`src/rtl/lpa_pkg.sv`:
```
package lpa_pkg;
   typedef enum logic [1:0] {
      OUT_IDLE  = 2'd0,
      OUT_FREE  = 2'd1,
      OUT_STEAL = 2'd2,
      OUT_RETRY = 2'd3
   } lpa_outcome_e;
endpackage

```
`src/rtl/lpa_free_pool.sv`:
```
module lpa_free_pool #(
   parameter int PHYS_REGS = 4,
   localparam int PIDX_W = $clog2(PHYS_REGS)
) (
   input  logic              clk,
   input  logic              rst_n,
   input  logic              take,
   input  logic [PIDX_W-1:0] take_idx,
   input  logic              put,
   input  logic [PIDX_W-1:0] put_idx,
   output logic [PHYS_REGS-1:0] free_mask,
   output logic              empty,
   output logic [PIDX_W-1:0] low_idx
);
   initial begin
      assert (PHYS_REGS >= 2) else $error("PHYS_REGS must be at least 2");
   end

   always_ff @(posedge clk) begin
      if (!rst_n) begin
         free_mask <= '1;
      end else begin
         if (put)  free_mask[put_idx]  <= 1'b1;
         if (take) free_mask[take_idx] <= 1'b0;
      end
   end

   always_comb begin
      low_idx = '0;
      for (int i = PHYS_REGS - 1; i >= 0; i--) begin
         if (free_mask[i]) low_idx = PIDX_W'(i);
      end
   end

   assign empty = ~|free_mask;

   p_take_is_free_r1: assert property (@(posedge clk) disable iff (!rst_n)
      take |-> free_mask[take_idx]);
endmodule

```
`src/rtl/lpa_oldest_pick.sv`:
```
module lpa_oldest_pick #(
   parameter int PORTS = 2,
   parameter int IDX_W = 3,
   localparam int PW = (PORTS > 1) ? $clog2(PORTS) : 1
) (
   input  logic [PORTS-1:0]       req_valid,
   input  logic [PORTS*IDX_W-1:0] req_idx,
   input  logic [IDX_W-1:0]       head,
   output logic                   win_valid,
   output logic [PW-1:0]          win_port,
   output logic [IDX_W-1:0]       win_age
);
   logic [IDX_W-1:0] age [PORTS];

   for (genvar p = 0; p < PORTS; p++) begin : g_age
      assign age[p] = req_idx[p*IDX_W +: IDX_W] - head;
   end

   always_comb begin
      win_valid = 1'b0;
      win_port  = '0;
      win_age   = '0;
      for (int p = 0; p < PORTS; p++) begin
         if (req_valid[p] && (!win_valid || age[p] < win_age)) begin
            win_valid = 1'b1;
            win_port  = PW'(p);
            win_age   = age[p];
         end
      end
   end
endmodule

```
`src/rtl/lpa_victim_find.sv`:
```
module lpa_victim_find #(
   parameter int DEPTH = 8,
   parameter int TAGS  = 16,
   localparam int IDX_W = $clog2(DEPTH),
   localparam int TAG_W = $clog2(TAGS)
) (
   input  logic                   clk,
   input  logic                   rst_n,
   input  logic [IDX_W-1:0]       head,
   input  logic [IDX_W-1:0]       tail,
   input  logic [IDX_W-1:0]       req_age,
   input  logic [DEPTH-1:0]       done,
   input  logic [DEPTH*TAG_W-1:0] tags,
   input  logic [TAGS-1:0]        mapped,
   output logic                   found,
   output logic [IDX_W-1:0]       vic_idx,
   output logic [TAG_W-1:0]       vic_tag
);
   logic [IDX_W-1:0] occ;
   logic [IDX_W-1:0] vic_age;
   logic [IDX_W-1:0] ent;
   logic [TAG_W-1:0] ent_tag;

   assign occ = tail - head;

   always_comb begin
      found   = 1'b0;
      vic_idx = '0;
      vic_tag = '0;
      vic_age = '0;
      ent     = '0;
      ent_tag = '0;
      for (int a = 1; a < DEPTH; a++) begin
         ent     = head + IDX_W'(a);
         ent_tag = tags[ent*TAG_W +: TAG_W];
         if (IDX_W'(a) > req_age && IDX_W'(a) < occ && done[ent] && mapped[ent_tag]) begin
            found   = 1'b1;
            vic_idx = ent;
            vic_tag = ent_tag;
            vic_age = IDX_W'(a);
         end
      end
   end

   p_victim_in_window_r9: assert property (@(posedge clk) disable iff (!rst_n)
      found |-> ((vic_idx - head) > req_age) && ((vic_idx - head) < occ));
   p_victim_done_r3: assert property (@(posedge clk) disable iff (!rst_n)
      found |-> done[vic_idx] && mapped[vic_tag] && (vic_age == vic_idx - head));
endmodule

```
`src/rtl/late_preg_alloc.sv`:
```
module late_preg_alloc #(
   parameter int ROB_DEPTH = 8,
   parameter int PHYS_REGS = 4,
   parameter int TAG_COUNT = 16,
   parameter int REQ_PORTS = 2,
   localparam int IDX_W  = $clog2(ROB_DEPTH),
   localparam int TAG_W  = $clog2(TAG_COUNT),
   localparam int PIDX_W = $clog2(PHYS_REGS),
   localparam int PW     = (REQ_PORTS > 1) ? $clog2(REQ_PORTS) : 1
) (
   input  logic                       clk,
   input  logic                       rst_n,
   input  logic [REQ_PORTS-1:0]       req_valid,
   input  logic [REQ_PORTS*IDX_W-1:0] req_idx,
   input  logic [REQ_PORTS*TAG_W-1:0] req_tag,
   input  logic [IDX_W-1:0]           rob_head,
   input  logic [IDX_W-1:0]           rob_tail,
   input  logic [ROB_DEPTH-1:0]       rob_done,
   input  logic [ROB_DEPTH*TAG_W-1:0] rob_tag,
   input  logic                       rel_valid,
   input  logic [TAG_W-1:0]           rel_tag,
   output logic [REQ_PORTS-1:0]       gnt,
   output logic [REQ_PORTS-1:0]       retry,
   output logic [PIDX_W-1:0]          gnt_phys,
   output logic                       steal,
   output logic [IDX_W-1:0]           victim_idx,
   output logic [TAG_W-1:0]           victim_tag
);
   import lpa_pkg::*;

   initial begin
      assert (ROB_DEPTH >= 2 && (ROB_DEPTH & (ROB_DEPTH - 1)) == 0)
         else $error("ROB_DEPTH must be a power of two");
      assert (TAG_COUNT >= ROB_DEPTH) else $error("TAG_COUNT too small");
      assert (REQ_PORTS >= 1) else $error("REQ_PORTS must be positive");
   end

   logic [TAG_COUNT-1:0] map_vld;
   logic [PIDX_W-1:0]    map_phys [TAG_COUNT];

   logic                 win_valid;
   logic [PW-1:0]        win_port;
   logic [IDX_W-1:0]     win_age;
   logic [TAG_W-1:0]     win_tag;

   logic                 found;
   logic [IDX_W-1:0]     vic_idx;
   logic [TAG_W-1:0]     vic_tag;

   logic [PHYS_REGS-1:0] free_mask;
   logic                 pool_empty;
   logic [PIDX_W-1:0]    low_idx;
   logic                 rel_hit;

   lpa_outcome_e         outcome;

   lpa_oldest_pick #(.PORTS(REQ_PORTS), .IDX_W(IDX_W)) u_pick (
      .req_valid (req_valid),
      .req_idx   (req_idx),
      .head      (rob_head),
      .win_valid (win_valid),
      .win_port  (win_port),
      .win_age   (win_age)
   );

   lpa_victim_find #(.DEPTH(ROB_DEPTH), .TAGS(TAG_COUNT)) u_find (
      .clk     (clk),
      .rst_n   (rst_n),
      .head    (rob_head),
      .tail    (rob_tail),
      .req_age (win_age),
      .done    (rob_done),
      .tags    (rob_tag),
      .mapped  (map_vld),
      .found   (found),
      .vic_idx (vic_idx),
      .vic_tag (vic_tag)
   );

   assign rel_hit = rel_valid && map_vld[rel_tag];

   lpa_free_pool #(.PHYS_REGS(PHYS_REGS)) u_pool (
      .clk       (clk),
      .rst_n     (rst_n),
      .take      (outcome == OUT_FREE),
      .take_idx  (low_idx),
      .put       (rel_hit),
      .put_idx   (map_phys[rel_tag]),
      .free_mask (free_mask),
      .empty     (pool_empty),
      .low_idx   (low_idx)
   );

   assign win_tag = req_tag[win_port*TAG_W +: TAG_W];

   always_comb begin
      if (!win_valid)       outcome = OUT_IDLE;
      else if (!pool_empty) outcome = OUT_FREE;
      else if (found)       outcome = OUT_STEAL;
      else                  outcome = OUT_RETRY;
   end

   for (genvar p = 0; p < REQ_PORTS; p++) begin : g_port
      assign gnt[p]   = (outcome == OUT_FREE || outcome == OUT_STEAL) && (win_port == PW'(p));
      assign retry[p] = req_valid[p] && !gnt[p];
   end

   always_comb begin
      case (outcome)
         OUT_FREE:  gnt_phys = low_idx;
         OUT_STEAL: gnt_phys = map_phys[vic_tag];
         default:   gnt_phys = '0;
      endcase
   end

   assign steal      = (outcome == OUT_STEAL);
   assign victim_idx = steal ? vic_idx : '0;
   assign victim_tag = steal ? vic_tag : '0;

   always_ff @(posedge clk) begin
      if (!rst_n) begin
         map_vld <= '0;
         for (int t = 0; t < TAG_COUNT; t++) map_phys[t] <= '0;
      end else begin
         if (rel_hit) map_vld[rel_tag] <= 1'b0;
         if (outcome == OUT_FREE || outcome == OUT_STEAL) begin
            map_vld[win_tag]  <= 1'b1;
            map_phys[win_tag] <= gnt_phys;
         end
         if (outcome == OUT_STEAL) map_vld[vic_tag] <= 1'b0;
      end
   end

   p_one_grant_r2: assert property (@(posedge clk) disable iff (!rst_n)
      $onehot0(gnt));
   p_grant_when_free_r1: assert property (@(posedge clk) disable iff (!rst_n)
      (|req_valid && !pool_empty) |-> (|gnt && !steal));
   p_steal_only_empty_r4: assert property (@(posedge clk) disable iff (!rst_n)
      steal |-> pool_empty);
   p_taken_not_free_r1: assert property (@(posedge clk) disable iff (!rst_n)
      (|gnt && !steal) |=> !free_mask[$past(gnt_phys)]);
   p_victim_unmapped_r5: assert property (@(posedge clk) disable iff (!rst_n)
      steal |=> !map_vld[$past(victim_tag)]);
   p_retry_holds_pool_r6: assert property (@(posedge clk) disable iff (!rst_n)
      (|req_valid && ~|gnt && !rel_valid) |=> $stable(free_mask));
endmodule

```
`config.mk`:
```
export PLATFORM = sky130hd
export DESIGN_NAME = late_preg_alloc
export DESIGN_NICKNAME = d
export VERILOG_FILES = /design/src/rtl/lpa_pkg.sv /design/src/rtl/lpa_free_pool.sv /design/src/rtl/lpa_oldest_pick.sv /design/src/rtl/lpa_victim_find.sv /design/src/rtl/late_preg_alloc.sv
export SDC_FILE = /design/constraint.sdc
export NUM_CORES = 1
export LEC_CHECK = 0
export ABC_AREA = 0
export ABC_CLOCK_PERIOD_IN_PS = 7050
export BUFFER_PORTS_ARGS = -buffer_cell sky130_fd_sc_hd__buf_4
export CORE_ASPECT_RATIO = 0.8
export CORE_MARGIN = 3
export CORE_UTILIZATION = 55
export DETAILED_ROUTE_END_ITERATION = 7
export PLACE_DENSITY = 0.72
export SYNTH_ARGS = -nofsm -noshare
export SYNTH_HDL_FRONTEND = slang
export SYNTH_HIERARCHICAL = 1
export SYNTH_SLANG_ARGS = --single-unit
```
`constraint.sdc`:
```
create_clock -name clk -period 7.05 [get_ports clk]
set_input_delay 0 -clock clk [delete_from_list [all_inputs] [get_ports clk]]
set_output_delay 0 -clock clk [all_outputs]
set_load 0.005 [all_outputs]
```
==> results_dict.tcl <==
set metrics [dict create \
    grt-ovfl-total 0 \
    num_vias 6783 \
    cts_made_buffers 5 \
    p_per_area_nw_per_um2 165 \
    peakVddDrop_uv 104 \
    worstHoldPathType "primary input to flop" \
    fillers 1029 \
    setup_violations 0 \
    post-route-period-util_pct 89.8 \
    fmax_mhz 158 \
    yosysWarnings 6 \
    dieArea_um2 14100 \
    syn_area_um2 6980 \
    ys_ff_latch 52 \
    period_needed_ns 6.33 \
    port_buffers 82 \
    final_nets 847 \
    rrSetupSlack_ns 2.72 \
    startpoint_type "primary input" \
    clk_latency_ns 0.31 \
    drcViolationCount 0 \
    grt_pass1_wl_um 35600 \
    finalHoldViolations 0 \
    hpwl_um 17500 \
    hold_depth 2 \
    netlist_top_cells_count "74 x mux2i_1, 63 x nand2_1, 61 x mux4_2, 37 x a21oi_1, 36 x o21ai_0" \
    grt_setup_unrepaired "false" \
    min_from "rst_n" \
    pre_cts_slack_ns 0.412 \
    synth.most_common_cell "mux2i_1" \
    initial_core_util_pct 56.8 \
    cts_root_buf "clkbuf_16" \
    drv_cap 0 \
    detail-route-antenna-nets 0 \
    power.switching_fraction_pct 39.1 \
    power_w 0.00129 \
    post-cts-setup-buffers 0 \
    rr_endpoint "map_phys[5][0]" \
    post_drt_via_cell_ratio 7.22 \
    grt_usage_pct 31.9 \
    ys_seq_area_share_pct 19.5 \
    ys_types 85 \
    place.gp.congestion 1.03 \
    grt_pass1_vias 6400 \
    p_clk_share_pct 22.3 \
    die_h_um 107 \
    critPathMaxFanout 36 \
    syn-mean-instance-area_um2 9.81 \
    relSlewSlack_pct 37.8 \
    synth.area.top_cells "mux4_2 20%, edfxtp_1 14%, mux2i_1 11%" \
    worst-slew-pin-transition_ns 0.907 \
    arrival_ns 6.33 \
    p_leak_nw 2.95 \
    critPathKind "primary input to output pin" \
    ios 83 \
    cts_hold_buf 0 \
    fin_worst_skew_ns 0.00768 \
    finalWirelength_um 22800 \
    tns_ns 0 \
    min_delay_worst_endpoint "map_vld[13]" \
    drtIter0Drc 1038 \
    syn-num-nets 791 \
    netlist_instances 712 \
    p_comb_share_pct 49.2 \
    dr.pass1.iters 5 \
    setup_slack_ns 0.719 \
    cts.repair.resized 0 \
    status "complete, no violations" \
    layout-drive-gt1-share_pct 27.4 \
    antenna_found_initial 0 \
    seqPwrFrac_pct 28.5 \
    cts_tree "built" \
    end_kind "output pin" \
    power.switching_w 0.000504 \
    slew_viol_final 0 \
    grt_max_degree 46 \
    h-tree-depth 2 \
    synth_top_area_share_pct 19.7 \
    rows 36 \
    core_area_um2 12300 \
    synth_edf_count 32 \
    clk_pin_slew_worst_paths_ns 0.07 \
    r2r_start "map_vld[5]" \
    avgRoutedWirePerCell_um 24.3 \
    dieWidth_um 132 \
    antenna_cells 0 \
    clockBufferDepth 2 \
    clock_sinks 52 \
    syn_to_final_growth_pct 11.5 \
    ys_dominant_reg_cell "edfxtp_1" \
    required_ns 7.05 \
    internal_power_w 0.000784 \
    worstRegToRegCells 11 \
    async_flop_share_pct 0 \
    synth_area_leader_cell "mux4_2" \
]
-- power by group through the flow --
stage	registers, W	logic, W	clock network, W
final	0.000367	0.000634	0.000287
after global placement	0.000370	0.000594	0
after floorplan	0.000360	0.000451	0
after detailed placement	0.000372	0.000611	0
after CTS	0.000365	0.000615	0.000287
after global routing	0.000368	0.000676	0.000297
-- critical path: stages --
cell and delay (ns):
buf_4 0.40, inv_1 0.12, fa_1 0.42, xnor3_1 0.21, nand2_1 0.08, ha_1 0.32, a21oi_1 0.11, o221ai_1 0.34
o22ai_1 0.23, nor4_1 0.58, nor2b_1 0.29, nand4_1 0.24, o21ai_1 0.40, a211oi_1 0.17, a221o_1 0.35, a31oi_1 0.39
mux4_1 0.60, mux2i_1 0.14, or3_1 0.64, nand2_1 0.10, buf_4 0.17
-- cell type report --
type	count	area, µm²	area share [%]
tap	171	214	2.75
clock buffer	5	125	1.61
timing repair buffer	95	711	9.13
multi-input combinational	590	5240	67.3
sequential	52	1360	17.5
inverter	24	90.1	1.16
clock inverter	3	47.5	0.611
-- sequential cells by signal (all words and copies together) (netlist names) --
name              count
map_vld              16
u_pool/free_mask      4
map_phys             32
-- metrics by stage --
stage	hold WS, ns	utilization (%)	area [µm²]	std cells
floorplan	0.117	-	6980	712
global placement	0.336	61.9	7610	931
detailed placement	0.351	61.9	7610	931
CTS	0.134	63.3	7780	939
global route	0.156	63.3	7790	940
finish	0.147	63.3	7790	940
-- kinds of logic after synthesis --
group | count (synthesis) | synth area share (%)
simple gates | 226 | 17.2
buf+inv | 70 | 5.50
xor+xnor | 9 | 1.74
fa+ha+maj | 10 | 2.11
flops | 52 | 19.5
mux | 151 | 33.3
compound gates | 194 | 20.7
-- worst max path at each step --
stage	from	end	slack (ns)	cells past startpoint
floorplan	rob_head[1]	map_phys[0][0]	2.08	21
detailed placement	rob_head[1]	map_phys[6][0]	0.41	20
CTS	rob_head[1]	gnt_phys[0]	0.57	21
finish	rob_head[1]	gnt_phys[0]	0.72	21
global route	rob_head[1]	gnt_phys[0]	0.34	21
global placement	rob_head[1]	map_phys[10][0]	0.65	20
-- routing by layer --
metal	up-vias	GRT usage [%]	share of wire [%]
li1	2956	-	-
met1	3317	47.3	42
met2	454	46.0	43
met3	56	9.29	12
met4	0	7.87	2.3
met5	-	0	0
-- placed cells by master (no fill, tap or decap), drive strengths merged, types with 11 or more instances in the layout --
cell	Yosys	final
a21oi	46	46
a22oi	15	15
and2	11	11
buf	35	94
dfxtp	20	20
edfxtp	32	32
inv	24	24
mux2	14	14
mux2i	74	74
mux4	63	63
nand2	63	63
nand2b	17	17
nand3	24	24
nor2	34	34
nor2b	17	17
nor3b	12	12
o21ai	38	38
(Power assumes the default switching activity.)
